**config.mk**
```make
export PLATFORM = sky130hd
export DESIGN_NAME = wdg_supervisor
export DESIGN_NICKNAME = d
export VERILOG_FILES = /design/src/rtl/wdg_pkg.sv /design/src/rtl/wdg_period_decode.sv /design/src/rtl/wdg_reset_drive.sv /design/src/rtl/wdg_supervisor.sv
export SDC_FILE = /design/constraint.sdc
export NUM_CORES = 1
export LEC_CHECK = 0
export ABC_CLOCK_PERIOD_IN_PS = 7100
export BUFFER_PORTS_ARGS = -buffer_cell sky130_fd_sc_hd__buf_2
export CORE_MARGIN = 5
export CORE_UTILIZATION = 26
export DETAILED_ROUTE_END_ITERATION = 10
export GPL_ROUTABILITY_DRIVEN = 0
export PLACE_DENSITY = 0.5
export SYNTH_ARGS = -nofsm -noshare
export SYNTH_HDL_FRONTEND = slang
export SYNTH_SLANG_ARGS = --single-unit
```
**constraint.sdc**
```tcl
create_clock -name clk -period 7.1 [get_ports clk]
set_input_delay 1.42 -clock clk [delete_from_list [all_inputs] [get_ports clk]]
set_output_delay 1.42 -clock clk [all_outputs]
set_load 0.02 [all_outputs]
```
**src/rtl/wdg_pkg.sv**
```systemverilog
package wdg_pkg;

    typedef enum logic {
        MODE_HOLD = 1'b0,
        MODE_RUN  = 1'b1
    } wdg_mode_e;

    localparam logic [1:0] CODE_LONG  = 2'b00;
    localparam logic [1:0] CODE_MID   = 2'b01;
    localparam logic [1:0] CODE_SHORT = 2'b10;
    localparam logic [1:0] CODE_OFF   = 2'b11;

endpackage

```
**src/rtl/wdg_period_decode.sv**
```systemverilog
module wdg_period_decode #(
    parameter int TICKS_LONG  = 1400,
    parameter int TICKS_MID   = 600,
    parameter int TICKS_SHORT = 200,
    parameter int CW          = 11
) (
    input  logic [1:0]    code,
    output logic [CW-1:0] limit_m1,
    output logic          enabled
);
    import wdg_pkg::*;

    always_comb begin
        enabled  = 1'b1;
        limit_m1 = CW'(TICKS_LONG - 1);
        case (code)
            CODE_LONG:  limit_m1 = CW'(TICKS_LONG - 1);
            CODE_MID:   limit_m1 = CW'(TICKS_MID - 1);
            CODE_SHORT: limit_m1 = CW'(TICKS_SHORT - 1);
            default:    enabled  = 1'b0;
        endcase
    end

endmodule

```
**src/rtl/wdg_reset_drive.sv**
```systemverilog
module wdg_reset_drive #(
    parameter bit ACTIVE_HIGH = 1'b1
) (
    input  logic hold,
    output logic rst_out
);
    generate
        if (ACTIVE_HIGH) begin : g_high
            assign rst_out = hold;
        end else begin : g_low
            assign rst_out = ~hold;
        end
    endgenerate

endmodule

```
**src/rtl/wdg_supervisor.sv**
```systemverilog
module wdg_supervisor #(
    parameter int TICKS_LONG      = 1400,
    parameter int TICKS_MID       = 600,
    parameter int TICKS_SHORT     = 200,
    parameter int HOLD_TICKS      = 200,
    parameter int POR_TICKS       = 200,
    parameter bit RST_ACTIVE_HIGH = 1'b1
) (
    input  logic       clk,
    input  logic       rst_n,
    input  logic       tick_ms,
    input  logic [1:0] period_code,
    input  logic       bus_start,
    input  logic       supply_low,
    output logic       sys_rst
);
    import wdg_pkg::*;

    localparam int RUN_MAX  = (TICKS_LONG > TICKS_MID)
                            ? ((TICKS_LONG > TICKS_SHORT) ? TICKS_LONG : TICKS_SHORT)
                            : ((TICKS_MID > TICKS_SHORT) ? TICKS_MID : TICKS_SHORT);
    localparam int HOLD_MAX = (POR_TICKS > HOLD_TICKS) ? POR_TICKS : HOLD_TICKS;
    localparam int ALL_MAX  = (RUN_MAX > HOLD_MAX) ? RUN_MAX : HOLD_MAX;
    localparam int CW       = $clog2(ALL_MAX + 1);

    typedef struct packed {
        wdg_mode_e     mode;
        logic          por;
        logic [1:0]    code;
        logic [CW-1:0] run_cnt;
        logic [CW-1:0] hold_cnt;
    } wdg_state_t;

    wdg_state_t    st_d, st_q;
    logic [CW-1:0] limit_m1;
    logic          wd_enabled;
    logic [CW-1:0] hold_last;
    logic          restart;
    logic [CW-1:0] run_cnt_obs;
    logic [CW-1:0] hold_cnt_obs;

    wdg_period_decode #(
        .TICKS_LONG (TICKS_LONG),
        .TICKS_MID  (TICKS_MID),
        .TICKS_SHORT(TICKS_SHORT),
        .CW         (CW)
    ) u_decode (
        .code    (period_code),
        .limit_m1(limit_m1),
        .enabled (wd_enabled)
    );

    assign hold_last = st_q.por ? CW'(POR_TICKS - 1) : CW'(HOLD_TICKS - 1);
    assign restart   = !wd_enabled || bus_start || (period_code != st_q.code);

    always_comb begin
        st_d      = st_q;
        st_d.code = period_code;
        if (supply_low) begin
            st_d.mode     = MODE_HOLD;
            st_d.por      = 1'b1;
            st_d.hold_cnt = '0;
            st_d.run_cnt  = '0;
        end else if (st_q.mode == MODE_HOLD) begin
            if (tick_ms) begin
                if (st_q.hold_cnt == hold_last) begin
                    st_d.mode     = MODE_RUN;
                    st_d.por      = 1'b0;
                    st_d.hold_cnt = '0;
                    st_d.run_cnt  = '0;
                end else begin
                    st_d.hold_cnt = st_q.hold_cnt + 1'b1;
                end
            end
        end else begin
            if (restart) begin
                st_d.run_cnt = '0;
            end else if (tick_ms) begin
                if (st_q.run_cnt == limit_m1) begin
                    st_d.mode     = MODE_HOLD;
                    st_d.por      = 1'b0;
                    st_d.hold_cnt = '0;
                    st_d.run_cnt  = '0;
                end else begin
                    st_d.run_cnt = st_q.run_cnt + 1'b1;
                end
            end
        end
    end

    always_ff @(posedge clk or negedge rst_n) begin
        if (!rst_n) begin
            st_q.mode     <= MODE_HOLD;
            st_q.por      <= 1'b1;
            st_q.code     <= CODE_OFF;
            st_q.run_cnt  <= '0;
            st_q.hold_cnt <= '0;
        end else begin
            st_q <= st_d;
        end
    end

    assign run_cnt_obs  = st_q.run_cnt;
    assign hold_cnt_obs = st_q.hold_cnt;

    wdg_reset_drive #(
        .ACTIVE_HIGH(RST_ACTIVE_HIGH)
    ) u_drive (
        .hold   (st_q.mode == MODE_HOLD),
        .rst_out(sys_rst)
    );

endmodule

```
==> results.md, run 1 <==
Outcome:
- The run finished with clean final reports.

STA:
- Counting I/O delays and the setup requirement, the final critical path takes 3.516 ns.
- The max-slew violation total from the final report is 0.
- Static timing analysis puts the maximum clock frequency at 284.4 MHz.
- Setup repair after global routing left no endpoint under its margin.
- The relative slew slack is 0.4885.
- The worst-margin pin slew is 0.7608 ns.
- The clock skew is 0.005051 ns.
- The post-route clock period utilization is 0.4952.
- The count of final setup violators is 0.
- The hold violation total from the final report came to 0.
- The sum of negative setup slack is 0 ns.

Yosys:
- The area fraction in and, or, nand and nor cells after synthesis is 0.2601.
- Synthesis produced 167 cells.
- The multiplexer share of the synthesized area is 0.006734.
- Among all flip-flop cells after synthesis, the most frequent one is sky130_fd_sc_hd__dfrtp_1.
- For this run, the register share of the synthesized area comes to 0.4226.
- By area, the combinational part of the netlist is dominated by simple AND/OR/NAND/NOR gates.
- The count of different cell masters after synthesis is 40.
- The top cell type by total area after synthesis is sky130_fd_sc_hd__dfrtp_1.
- The cell area that synthesis handed to floorplanning was 0.001486 mm2.
- The cell with the most instances after synthesis is sky130_fd_sc_hd__dfrtp_1.
- A synthesized cell averages 8.901 um2.
- By area the synthesized netlist is led by sky130_fd_sc_hd__dfrtp_1 39%, sky130_fd_sc_hd__nand3_1 4.4%, sky130_fd_sc_hd__ha_1 4.2%, sky130_fd_sc_hd__nand2_1 4.0%, sky130_fd_sc_hd__o21ai_0 3.7%.
- Counting every net in the synthesized netlist gives 179.
- The parity-gate share of the synthesized area counting xor and xnor cells is 0.01768.
- The share of synthesized registers carrying an async set or reset is 1.000.
- For this run, the number of Yosys warnings is 0.
- The synthesized-area fraction occupied by ao, oa, aoi and oai cells is 0.2104.
- Of the total synthesized cell area, the portion taken by full adders, half adders and majority gates is 0.04209.
- The synthesized design contains 0 enable-type register cells.
- Sorting the synthesized cells by how often they occur yields 23 x sky130_fd_sc_hd__dfrtp_1, 16 x sky130_fd_sc_hd__nand2_1, 13 x sky130_fd_sc_hd__nand3_1, 11 x sky130_fd_sc_hd__inv_1, 11 x sky130_fd_sc_hd__o21ai_0.
- The area fraction of the dominant cell type after synthesis is 0.3872.
- The register bit total from synthesis is 25.

Clock network:
- For the worst-skew pair, the clock arrives at the later sink with an insertion delay of 0.27 ns.
- CTS saw 25 sinks.
- Buffers added to address setup during post-CTS repair amount to 0.
- The total CTS buffers is 3.
- The CTS tree is yes.
- The count of cells resized by post-cts repair is 0.
- The tree is rooted in a sky130_fd_sc_hd__clkbuf_8.
- In this run the number of H-tree levels came out at 1.
- The maximum buffer depth of the clock tree is 2.
- The number of hold buffers added after CTS is 0.
- After clock tree synthesis, the clock-pin slew on the worst setup and hold paths is 0.09 ns.

Pwr:
- The worst-case vdd ir drop is 0.05560 mV.
- The power share of the clock group is 0.331.
- Of the total power, the share spent switching nets is 0.2475.
- The leakage dissipation is 0.6496 nW.
- Dividing total power by cell area gives a power density of 157.1 mW/mm2.
- The proportion of power drawn by flip-flops and latches is 0.574.
- For this design the total switching power over the nets is 0.06369 mW.
- The internal portion of total power is 0.1937 mW.
- The part of the total power dissipated in combinational logic is 0.095.

Setup path:
- At the worst endpoint, the arrival time is 3.68 ns.
- The critical path starts at period_code[0].
- At the worst endpoint, the required time is 7.27 ns.
- STA classifies the critical path startpoint as an input pin.
- The master of the slowest instance on the critical path is sky130_fd_sc_hd__or4_1.
- The kind of capture point of the worst setup path is a register.
- The delay of the slowest cell on the worst path is 0.52 ns.
- By startpoint and endpoint, the worst setup path is classified as input pin to register.
- The worst reg2reg path startpoint is hold_cnt_obs[9]$_DFFE_PN0P_.
- Walking the worst path, the cells encountered are buf_2, inv_1, ha_1, or4_1, a2111oi_2, a21boi_0, a21o_1, a22o_1.
- Along the worst path, the maximum fanout reaches 6.

Die:
- The area of the die is 0.007329 mm2.
- From left edge to right edge, the die measures 85.61 um.
- The initial core utilization is 0.2683.
- The site row count is 27.
- The placeable core region is 0.005540 mm2.
- The number of I/O pins is 8.
- Measured along the y axis, the die boundary spans 85.61 um.

Placement:
- The number of cells in the design after placement is 243.
- After legalization and detailed placement, the total HPWL measured 2.373 mm.
- The count of port buffers added during placement is 7.

Layout:
- After filler insertion, the fill cell instance count of the layout stands at 604.
- The number of nets at the end of the flow is 188.
- Of the cells placed in the final design, the portion with a size suffix greater than 1 is 0.08571.
- The antenna diode count is 0.
- The area growth from synthesis to layout is 10.19%.
- For this run, the number of standard cells in the final layout without fillers is 247.

Drt:
- For this run, the detailed router's first-pass iteration total came to 4.
- Once detail routing completed, the nets flagged for antenna violations numbered 0.
- Wires add up to 3.334 mm.
- In the routed design, unresolved DRC markers number 0.
- The routed layout has 1259 vias.
- After detailed routing, the number of vias per cell comes to 5.097.
- In this run, the number of DRC markers left after iteration 0 of detailed routing was 55.
- In the final routed layout, each cell accounts on average for 13.50 um.

Global route:
- In the global route stage, overall resource usage came out at 0.09918.
- Entering global routing, the biggest net connects 26 pins.
- The first global-routing pass estimated 5.934 mm of wire.
- The leftover overflow at the end of global routing is 0.
- The via count of the first global-routing pass is 1251.
- The number of antenna violations at the first check in global routing is 0.

Min path:
- The worst hold path startpoint is run_cnt_obs[0]$_DFFE_PN0P_.
- The path class of the tightest hold or removal check is register to register.

Run:
- Across the run, the number of max-cap violations was 0.
## cell usage in the layout, fill, tap and decap left out, types with 2 or more instances in the layout
cell type,n
sky130_fd_sc_hd__dfrtp_1,23
sky130_fd_sc_hd__nand2_1,16
sky130_fd_sc_hd__nand3_1,13
sky130_fd_sc_hd__inv_1,11
sky130_fd_sc_hd__o21ai_0,11
sky130_fd_sc_hd__nor3_1,10
sky130_fd_sc_hd__nor2_1,10
sky130_fd_sc_hd__a31oi_1,8
sky130_fd_sc_hd__buf_2,7
sky130_fd_sc_hd__a22o_1,6
sky130_fd_sc_hd__nand2b_1,5
sky130_fd_sc_hd__ha_1,5
sky130_fd_sc_hd__a21oi_1,4
sky130_fd_sc_hd__o211ai_1,4
sky130_fd_sc_hd__xor2_1,3
sky130_fd_sc_hd__nor4_1,3
sky130_fd_sc_hd__nand4_1,3
sky130_fd_sc_hd__or4_1,3
sky130_fd_sc_hd__or3_1,3
sky130_fd_sc_hd__clkbuf_8,3
sky130_fd_sc_hd__nor2b_1,2
sky130_fd_sc_hd__and3_1,2
sky130_fd_sc_hd__o2bb2ai_1,2
sky130_fd_sc_hd__dfstp_2,2
## cell type report
type / instances / area, um2 / area share
flip-flops and latches: 25 / 628.1 / 0.3835
inverters: 11 / 41.29 / 0.02521
well taps: 72 / 90.09 / 0.05500
clock buffers: 4 / 45.04 / 0.02750
multi-input cells: 128 / 798.3 / 0.4874
repair buffers: 7 / 35.03 / 0.02139
## kinds of logic after synthesis
group,Yosys count
xor+xnor,3
buf+inv,14
flops,25
compound gates,45
fa+ha+maj,5
mux,1
simple gates,74
## sequential cells by signal, indices dropped and copies added (netlist names)
name	cells
run_cnt_obs	11
hold_cnt_obs	11
st_q	3
## through the flow
stage          area, um2  setup WS [ns]    util  hold WS, ns  power, mW
5_1_grt             1638          3.466  0.2956       0.5723     0.2718
6_report            1638          3.584  0.2956       0.5412     0.2574
4_1_cts             1638          3.578  0.2956       0.5448     0.2632
2_1_floorplan       1486          3.643       -       0.4812     0.1658
3_3_place_gp        1593          3.320  0.2875       0.5206     0.1748
3_5_place_dp        1593          3.290  0.2875       0.5259     0.1752
## worst max-delay path, delay by kind of cell
| kind | cells | cell delay [ns] |
|---|---|---|
| simple gates | 1 | 0.52 |
| compound gates | 4 | 1.26 |
| fa+ha+maj | 1 | 0.30 |
| buf+inv | 2 | 0.18 |
## path summary, 6_finish.rpt
kind	cells past startpoint	slack (ns)	end
setup / recovery	8	3.58	run_cnt_obs[3]$_DFFE_PN0P_
hold / removal	1	0.54	run_cnt_obs[0]$_DFFE_PN0P_
setup reg to reg	5	4.39	run_cnt_obs[6]$_DFFE_PN0P_
hold reg to reg	1	0.54	run_cnt_obs[0]$_DFFE_PN0P_
max in group asynchronous	1	5.57	hold_cnt_obs[4]$_DFFE_PN0P_
min in group asynchronous	1	1.14	run_cnt_obs[0]$_DFFE_PN0P_
## power groups by stage
stage                     combinational, mW  sequential [mW]  clock (mW)
after floorplan                      0.0160            0.150           0
after global placement               0.0244            0.150           0
after detailed placement             0.0247            0.151           0
after CTS                            0.0249            0.148      0.0906
after global routing                 0.0281            0.148      0.0956
final                                0.0244            0.148      0.0852
## layer usage
metal	vias up	track usage	part of all wire
met1	597	0.1389	0.51
li1	640	-	-
met4	0	0.04317	0.016
met5	-	0	0
met3	5	0.01441	0.026
met2	17	0.1511	0.45
(Power assumes the default switching activity.)
==> run 2, diff against run 1 <==
Settings changed: ABC_CLOCK_PERIOD_IN_PS 7100 to 3600.
Clock period 7.1 ns to 3.6 ns, I/O delays scaled along.
==> run 2 against run 1 <==
Worst setup slack lost 2.8 ns. Flip-flop and latch count unchanged. Global-route usage up 0.098 points. Die area stayed put. First-iteration DRC count up 38%. Clock skew grew 0.0042 ns. Final cell count increased by 0.40%. Sequential power grew 97%. Utilization is 0.14 points higher. Critical endpoint is now hold_cnt_obs[1]$_DFFE_PN0P_. Largest power group unchanged. Highest routed layer unchanged.
==> results.md, run 2 (synthesized netlist as in run 1, its figures left out) <==
Pwr:
- The internal portion of total power is 0.3820 mW.
- The share of total power dissipated in combinational logic is 0.094.
- For this design the static power due to leakage is 0.6550 nW.
- Summed over all nets, the switching power comes to 0.1276 mW.
- After layout, the design draws a total of 0.5096 mW.
- The worst-case vdd ir drop is 0.1245 mV.
- The areal power density over the cells is 309.7 mW/mm2.
- Of the total power, the share spent switching nets is 0.2505.
- Of the total power, registers draw 0.571.
- The power share of the clock group is 0.334.

Clock network:
- The total number of H-tree levels is 1.
- The root buffer cell chosen for the clock tree is sky130_fd_sc_hd__clkbuf_8.
- Clock-pin slew was measured on the worst setup and hold paths at 0.09 ns.
- The total CTS buffers is 3.
- The clock passes through at most 2 buffers.
- The CTS tree is yes.
- Counting every sink on the clock net gives 25.
- The number of gates resized after CTS was 0.
- The insertion delay of the later-clocked pin in the worst-skew pair is 0.27 ns.
- Buffers added to address setup during post-CTS repair amount to 0.
- For this design, the CTS-stage hold fixing added 0 buffers.

Global route:
- The aggregate global-route resource usage is 0.1002.
- The first-pass GRT wire length is 5.927 mm.
- The maximum number of pins on one net before global-route repair is 26.
- The number of antenna violations at the first check in global routing is 0.
- The via count of the first global-routing pass is 1221.
- The leftover overflow at the end of global routing is 0.

Placement:
- After detailed placement, the design holds a cell count of 244.
- The total half-perimeter wirelength after legalization and detailed placement is 2.431 mm.
- The count of buffers added on input and output ports is 7.

Layout:
- In the layout the commonest cells are 23 x sky130_fd_sc_hd__dfrtp_1, 16 x sky130_fd_sc_hd__nand2_1, 13 x sky130_fd_sc_hd__nand3_1.
- 0 antenna diodes ended up in the layout.
- The area growth from synthesis to final layout is 10.69%.
- The finished layout holds 248 standard cells, fillers aside.
- At the end of the flow, the number of nets in the layout was 189.
- The final design utilization is 0.2970.
- The layout has 586 filler cells.
- The most common library cell in the layout ignoring fill and taps is sky130_fd_sc_hd__dfrtp_1.
- The share of cells above drive strength 1 is 0.09091.

Drt:
- The total DRC errors in the routed layout is 0.
- In the final routed layout, each cell accounts on average for 13.80 um.
- The aggregate routed wire length is 3.422 mm.
- The count of routing violations after the opening detailed-route iteration is 76.
- The iteration count of the initial detailed-routing pass is 4.
- The average via count per standard cell is 5.238.
- The final route contains 1299 vias.
- Once detail routing completed, the nets flagged for antenna violations numbered 0.

Die:
- The area of the die is 0.007329 mm2.
- The die height is 85.61 um.
- In this run the horizontal extent of the chip is 85.61 um.
- For this configuration, the core starts out at a cell density of 0.2683.
- The placeable core region is 0.005540 mm2.
- In this run the core area contains 27 standard-cell rows.
- The number of I/O pins is 8.

Setup path:
- The required arrival time at the worst endpoint is 3.79 ns.
- STA classifies the critical path endpoint as a register.
- The worst setup path is of the input pin to register kind.
- The delay of the slowest cell on the worst path is 0.52 ns.
- The critical path arrival is 2.97 ns.
- The worst reg2reg path startpoint is hold_cnt_obs[9]$_DFFE_PN0P_.
- The launching instance or port of the critical path is period_code[0].
- The depth of the most critical reg-to-reg path is 5.
- The master of the slowest instance on the critical path is sky130_fd_sc_hd__or4_1.
- The kind of start point of the critical path is an input pin.
- The signal on the critical path passes through buf_2, inv_1, ha_1, or4_1, a2111oi_2, nand4_1, nand2_1, mux2i_1.
- The biggest fanout along the worst timing path is 8.

STA:
- For the pin with the worst max-slew slack, the measured transition is 0.7833 ns.
- The post-route clock period utilization is 0.7709.
- Across all hold checks on the routed design, the worst slack comes to 0.4234 ns.
- The clock skew is 0.009233 ns.
- After layout, the minimum clock period comes to 2.775 ns.
- The top achievable clock speed is 360.3 MHz.
- Setup violations remaining at the end of the flow were counted as 0.
- Adding up every negative setup slack in the final design gives 0 ns.
- The max-slew violation total from the final report is 0.
- Setup repair after global routing left no endpoint under its margin.
- Measured against its own limit, the worst slew margin works out to 0.4733.
- The hold violation total from the final report is 0.

Min path:
- The tightest min-delay check is of the input pin to async pin type.

Run:
- The number of maximum-capacitance violations is 0.

Outcome:
- The run finished with clean final reports.
run 2: cell types whose count changed in the layout (fill, tap and decap cells not counted):
cell | previous run | this run
sky130_fd_sc_hd__buf_4 | 0 | 1
run 2: final cells by class:
cell class / instances / area (um2) / share of cell area
Clock buffer: 4 / 45.04 / 0.02738
Inverter: 11 / 41.29 / 0.02510
Multi-Input combinational cell: 128 / 798.3 / 0.4852
Sequential cell: 25 / 628.1 / 0.3817
Tap cell: 72 / 90.09 / 0.05475
Timing Repair Buffer: 8 / 42.54 / 0.02586
run 2: final timing paths:
| path | endpoint | slack, ns |
|---|---|---|
| min | run_cnt_obs[1]$_DFFE_PN0P_ | 0.42 |
| min reg2reg | run_cnt_obs[0]$_DFFE_PN0P_ | 0.53 |
| max in group asynchronous | hold_cnt_obs[4]$_DFFE_PN0P_ | 2.78 |
| max | hold_cnt_obs[1]$_DFFE_PN0P_ | 0.82 |
| max reg2reg | run_cnt_obs[1]$_DFFE_PN0P_ | 0.90 |
| min in group clk | run_cnt_obs[0]$_DFFE_PN0P_ | 0.53 |
run 2: per-layer routing:
metal  track usage  up-vias  share of wire
li1              -      643              -
met3       0.01633        4          0.037
met4       0.04748        0          0.014
met5             0        -              0
met1        0.1377      621           0.51
met2        0.1525       31           0.43
run 2: worst max-delay path, delay by kind of cell:
| family | cells | cell delay (ns) |
|---|---|---|
| and+or+nand+nor | 3 | 1.10 |
| buffers and inverters | 2 | 0.18 |
| muxes | 1 | 0.21 |
| AOI/OAI and AO/OA | 1 | 0.45 |
| adders and majority gates | 1 | 0.29 |
run 2: power by group through the flow:
stage	clock [mW]	combinational, mW	sequential (mW)
floorplan	0	0.0315	0.295
global placement	0	0.0485	0.297
detailed placement	0	0.0488	0.297
CTS	0.178	0.0491	0.291
global route	0.188	0.0547	0.292
finish	0.170	0.0481	0.291
run 2: through the flow:
step | setup WS [ns] | area, um2
floorplan | 0.8435 | 1486
global placement | 0.5555 | 1600
detailed placement | 0.5372 | 1600
global route | 0.7090 | 1645
CTS | 0.8305 | 1645
finish | 0.8249 | 1645
